--- src/rtl/dbuf_pkg.sv ---
package dbuf_pkg;
  typedef enum logic [0:0] {SLOT_DOUBLE = 1'b0, SLOT_SINGLE = 1'b1} slot_mode_e;

  // A new arming request always wins over the clearing done by a commit.
  function automatic logic arm_next(input logic armed_q, input logic commit,
                                    input logic arm_req);
    return arm_req | (armed_q & ~commit);
  endfunction

  // A latch event is a vblank start or the first cycle the plane is seen enabled.
  function automatic logic latch_event(input logic vblank, input logic en,
                                       input logic en_q);
    return vblank | (en & ~en_q);
  endfunction
endpackage

--- src/rtl/dbuf_slot.sv ---
module dbuf_slot
  import dbuf_pkg::*;
#(
  parameter int DATA_W = 32,
  parameter slot_mode_e MODE = SLOT_DOUBLE
) (
  input  logic              clk,
  input  logic              rst_n,
  input  logic              wr_hit,
  input  logic [DATA_W-1:0] wr_data,
  input  logic              commit,
  output logic [DATA_W-1:0] pend,
  output logic [DATA_W-1:0] act
);
  always_ff @(posedge clk) begin
    if (!rst_n) pend <= '0;
    else if (wr_hit) pend <= wr_data;
  end

  generate
    if (MODE == SLOT_SINGLE) begin : g_single
      always_ff @(posedge clk) begin
        if (!rst_n) act <= '0;
        else if (wr_hit) act <= wr_data;
      end
    end else begin : g_double
      always_ff @(posedge clk) begin
        if (!rst_n) act <= '0;
        else if (commit) act <= pend;
      end
    end
  endgenerate
endmodule

--- src/rtl/dbuf_arm_ctrl.sv ---
module dbuf_arm_ctrl
  import dbuf_pkg::*;
(
  input  logic clk,
  input  logic rst_n,
  input  logic arm_req,
  input  logic vblank_start,
  input  logic plane_en,
  output logic armed,
  output logic latch_evt,
  output logic commit
);
  logic en_q;

  assign latch_evt = latch_event(vblank_start, plane_en, en_q);
  assign commit    = armed & latch_evt;

  always_ff @(posedge clk) begin
    if (!rst_n) begin
      en_q  <= 1'b0;
      armed <= 1'b0;
    end else begin
      en_q  <= plane_en;
      armed <= arm_next(armed, commit, arm_req);
    end
  end
endmodule

--- src/rtl/dbuf_frame_ctr.sv ---
module dbuf_frame_ctr #(
  parameter int FCNT_W = 32
) (
  input  logic              clk,
  input  logic              rst_n,
  input  logic              vblank_start,
  input  logic              plane_en,
  output logic [FCNT_W-1:0] count
);
  always_ff @(posedge clk) begin
    if (!rst_n) count <= '0;
    else if (vblank_start && plane_en) count <= count + FCNT_W'(1);
  end
endmodule

--- src/rtl/dbuf_reg_bank.sv ---
module dbuf_reg_bank
  import dbuf_pkg::*;
#(
  parameter int DATA_W    = 32,
  parameter int NUM_WM    = 4,
  parameter int ADDR_W    = 3,
  parameter int FCNT_W    = 32,
  parameter bit LEGACY_WM = 1'b0
) (
  input  logic                     clk,
  input  logic                     rst_n,
  input  logic                     wr_en,
  input  logic [ADDR_W-1:0]        wr_addr,
  input  logic [DATA_W-1:0]        wr_data,
  input  logic [ADDR_W-1:0]        rd_addr,
  input  logic                     rd_active,
  output logic [DATA_W-1:0]        rd_data,
  input  logic                     vblank_start,
  input  logic                     plane_en,
  output logic [NUM_WM*DATA_W-1:0] active_wm,
  output logic [DATA_W-1:0]        active_surf,
  output logic                     armed,
  output logic [FCNT_W-1:0]        frame_count
);
  localparam int NSLOT    = NUM_WM + 1;
  localparam int SURF_IDX = NUM_WM;
  localparam slot_mode_e WM_MODE = LEGACY_WM ? SLOT_SINGLE : SLOT_DOUBLE;

  logic [DATA_W-1:0] pend_arr [NSLOT];
  logic [DATA_W-1:0] act_arr  [NSLOT];
  logic [NSLOT-1:0]  wr_hit;
  logic              arm_req;
  logic              latch_evt;
  logic              commit;
  logic [DATA_W-1:0] pend_surf;

  assign arm_req   = wr_hit[SURF_IDX];
  assign pend_surf = pend_arr[SURF_IDX];

  genvar gi;
  generate
    for (gi = 0; gi < NSLOT; gi++) begin : g_slot
      localparam slot_mode_e SMODE = (gi == SURF_IDX) ? SLOT_DOUBLE : WM_MODE;
      assign wr_hit[gi] = wr_en && (wr_addr == ADDR_W'(gi));
      dbuf_slot #(.DATA_W(DATA_W), .MODE(SMODE)) u_slot (
        .clk     (clk),
        .rst_n   (rst_n),
        .wr_hit  (wr_hit[gi]),
        .wr_data (wr_data),
        .commit  (commit),
        .pend    (pend_arr[gi]),
        .act     (act_arr[gi])
      );
      if (gi < NUM_WM) begin : g_out
        assign active_wm[gi*DATA_W +: DATA_W] = act_arr[gi];
      end
    end
  endgenerate

  assign active_surf = act_arr[SURF_IDX];

  dbuf_arm_ctrl u_arm (
    .clk          (clk),
    .rst_n        (rst_n),
    .arm_req      (arm_req),
    .vblank_start (vblank_start),
    .plane_en     (plane_en),
    .armed        (armed),
    .latch_evt    (latch_evt),
    .commit       (commit)
  );

  dbuf_frame_ctr #(.FCNT_W(FCNT_W)) u_fcnt (
    .clk          (clk),
    .rst_n        (rst_n),
    .vblank_start (vblank_start),
    .plane_en     (plane_en),
    .count        (frame_count)
  );

  always_comb begin
    rd_data = '0;
    for (int i = 0; i < NSLOT; i++) begin
      if (rd_addr == ADDR_W'(i)) rd_data = rd_active ? act_arr[i] : pend_arr[i];
    end
  end
endmodule

--- config.mk ---
export PLATFORM = sky130hd
export DESIGN_NAME = dbuf_reg_bank
export DESIGN_NICKNAME = d
export VERILOG_FILES = /design/src/rtl/dbuf_pkg.sv /design/src/rtl/dbuf_slot.sv /design/src/rtl/dbuf_arm_ctrl.sv /design/src/rtl/dbuf_frame_ctr.sv /design/src/rtl/dbuf_reg_bank.sv
export SDC_FILE = /design/constraint.sdc
export NUM_CORES = 1
export LEC_CHECK = 0
export ABC_CLOCK_PERIOD_IN_PS = 4480
export BUFFER_PORTS_ARGS = -buffer_cell sky130_fd_sc_hd__clkbuf_2
export CAP_MARGIN = 10
export CORE_MARGIN = 2
export CORE_UTILIZATION = 60
export DETAILED_ROUTE_END_ITERATION = 12
export PLACE_DENSITY_LB_ADDON = 0.15
export SYNTH_ARGS = -nofsm -noshare
export SYNTH_HDL_FRONTEND = slang
export SYNTH_SLANG_ARGS = --single-unit
--- constraint.sdc ---
create_clock -name clk -period 4.48 [get_ports clk]
set_input_delay 0.448 -clock clk [delete_from_list [all_inputs] [get_ports clk]]
set_output_delay 0.448 -clock clk [all_outputs]
set_load 0.03 [all_outputs]
==> results.sh <==
export IMPL_fin_nets=2123
export IMPL_fin_area_um2=17500
export IMPL_slew_headroom_pct=28.8
export IMPL_final_cell_mix="nand2_1, a21oi_1, dfxtp_1, clkbuf_2, mux2i_1"
export IMPL_p_leak_nw=6.56
export IMPL_cts_root_buf="clkbuf_16"
export IMPL_multi_input_area_um2=7350
export IMPL_fin_skew_ps=11.5
export IMPL_place_ws_ps=1610
export IMPL_min_path_cells=3
export IMPL_fp_coreArea_um2=24500
export IMPL_final_period_utilization_pct=65.8
export IMPL_worst_pin_slew_ps=1070
export IMPL_die_y_um=162
export IMPL_ys_warn_count=0
export IMPL_required_ps=4030
export IMPL_post_route_min_period_ps=2950
export IMPL_drt_total_wl_um=43900
export IMPL_wl_per_cell_um=18.1
export IMPL_num_io_pins=269
export IMPL_die_w_um=162
export IMPL_drv_cap=0
export IMPL_grtUsageTotal_pct=31.9
export IMPL_insertion_delay_ps=520
export IMPL_seqCellArea_um2=7090
export IMPL_rsz0062_at_grt="false"
export IMPL_setup_viol=0
export IMPL_hpwlAfterDp_um=26400
export IMPL_area_delta_synth_final_pct=16.5
export IMPL_layout_setup_ws_ps=1530
export IMPL_slew_viol_final=0
export IMPL_max_freq_mhz=339
export IMPL_placed_cell_area_um2=16400
export IMPL_grt_max_degree=131
export IMPL_drtIter0Drc=1350
export IMPL_vdd_drop_max_mv=0.317
export IMPL_first_global_vias=12982
export IMPL_dieArea_um2=26300
export IMPL_syn_nets=1958
export IMPL_synth_seq_cells=354
export IMPL_avgSynthCellArea_um2=7.86
export IMPL_htree_num_levels=2
export IMPL_cts_clk_slew_worst_paths_ps=60
export IMPL_syn_cell_area_um2=15000
export IMPL_vias=14319
export IMPL_final_common_cell="nand2_1"
export IMPL_cts_buffer_depth=3
export IMPL_gp_congestion=0.811
export IMPL_tns_ps=0
export IMPL_cts_resized_gates=0
export IMPL_grt_pass1_wl_um=67800
export IMPL_critPathCaptureType="primary output"
export IMPL_powerDensity_nw_per_um2=370
export IMPL_postCtsSetupBuffers=0
export IMPL_cts_made_buffers=36
export IMPL_ys_seq_area_share_pct=47.1
export IMPL_path_max_fanout=18
export IMPL_path_class="input port to primary output"
export IMPL_antenna_found_initial=2
export IMPL_fillers=1985
export IMPL_holdWs_ps=217
export IMPL_cts_sinks=354
export IMPL_drtAntennaViolNets=0
export IMPL_start_util_pct=61.5
export IMPL_cts_hold_buffers=0
export IMPL_syn_instance_count=1913
export IMPL_startpoint_type="input port"
export IMPL_cts_tree="yes"
export IMPL_netlist_cell_type_count=38
export IMPL_viasPerCell=5.90
export IMPL_reg2reg_depth=4
export IMPL_drive_above_1_share_pct=17.0
export IMPL_grt_overflow=0
export IMPL_drc_errors=0
export IMPL_hold_class="input port to register"
export IMPL_dr_pass1_iters=6
export IMPL_cp_arrival_ps=2500
export IMPL_numPortBuffers=268
export IMPL_final_hold_violation_count=0
export IMPL_rows=57
export IMPL_status="finished clean"
==> synthesized netlist by cell type, drive strengths merged <==
cell    count  area share [%]
or4        15            0.75
o22ai      60             2.5
and2        2           0.083
buf        30            0.97
and3b       2            0.12
nor3       33             1.1
inv         6            0.15
clkbuf    126             3.1
nor4b       1           0.058
nor2b       2           0.083
nand2     653              16
o21a        1           0.050
nor3b       1           0.050
or3         8            0.33
nand3b      5            0.25
nand2b      1           0.042
a21oi     371              12
xnor2       7            0.41
or3b        2            0.12
nor2       16            0.40
ha          1           0.083
mux4        4            0.60
nand4       7            0.33
o21ai       7            0.23
nand3      12            0.48
and3        3            0.12
dfxtp     354              47
o31ai      15            0.75
mux2i     155              10
xor2        4            0.23
and4        5            0.29
nor4        4            0.17
==> worst max-delay path, stage by stage <==
cell and delay (ps):
clkbuf_2 190, nand3b_1 640, buf_4 440, o22ai_1 110, nor3_1 360, a21oi_1 90, clkbuf_2 210
==> flip-flops by register name, indices dropped and copies added (netlist names) <==
register,cells
g_slot.u_slot.pend,160
u_arm.armed,1
u_fcnt.count,32
g_slot.u_slot.act,160
u_arm.en_q,1
==> cells by family after synthesis <==
| group | synth area share, % |
|---|---|
| flip-flops | 47.1 |
| buffers and inverters | 4.26 |
| AO/OA/AOI/OAI | 15.9 |
| XOR/XNOR | 0.641 |
| AND/OR/NAND/NOR | 21.1 |
| adder cells (fa/ha/maj) | 0.0832 |
| multiplexers | 10.9 |
==> path summary, 6_finish.rpt <==
kind / start / endpoint / slack, ps
setup / recovery: rd_addr[0] / rd_data[28] / 1530
hold / removal: wr_data[26] / g_slot[1].u_slot.pend[26]$_SDFFE_PN0P_ / 220
setup reg to reg: u_fcnt.count[8]$_SDFFE_PN0P_ / u_fcnt.count[23]$_SDFFE_PN0P_ / 2130
hold reg to reg: g_slot[3].u_slot.pend[1]$_SDFFE_PN0P_ / g_slot[3].u_slot.act[1]$_SDFFE_PN0P_ / 460
==> report_power, final <==
part | internal, mW | switching [mW] | leakage, nW
logic | 0.108 | 0.276 | 3.14
registers | 3.18 | 0.0255 | 2.86
clock network | 1.68 | 1.21 | 0.555
total | 4.97 | 1.51 | 6.56
==> per-stage QoR <==
step,cells,total power [mW],utilization (%)
2_1_floorplan,1913,3.52,-
3_3_place_gp,2364,3.65,67.0
3_5_place_dp,2364,3.65,67.0
4_1_cts,2423,6.49,71.6
5_1_grt,2423,6.67,71.6
6_report,2425,6.48,71.6
==> cell type report <==
class                   count  share of cell area (%)
inverters                   6                   0.171
flip-flops and latches    354                    40.5
clock inverters             9                   0.414
well taps                 324                    2.31
clock buffers              50                    5.96
diodes                      2                  0.0286
multi-input cells        1397                    42.0
repair buffers            283                    8.71
==> layer usage <==
metal	global-route usage [%]	up-vias	wire (µm)
met4	12.1	0	1400
met3	7.35	102	3890
met5	0	-	0
met1	41.8	6792	17800
met2	51.5	608	20800
li1	-	6817	-
(Power assumes the default switching activity.)
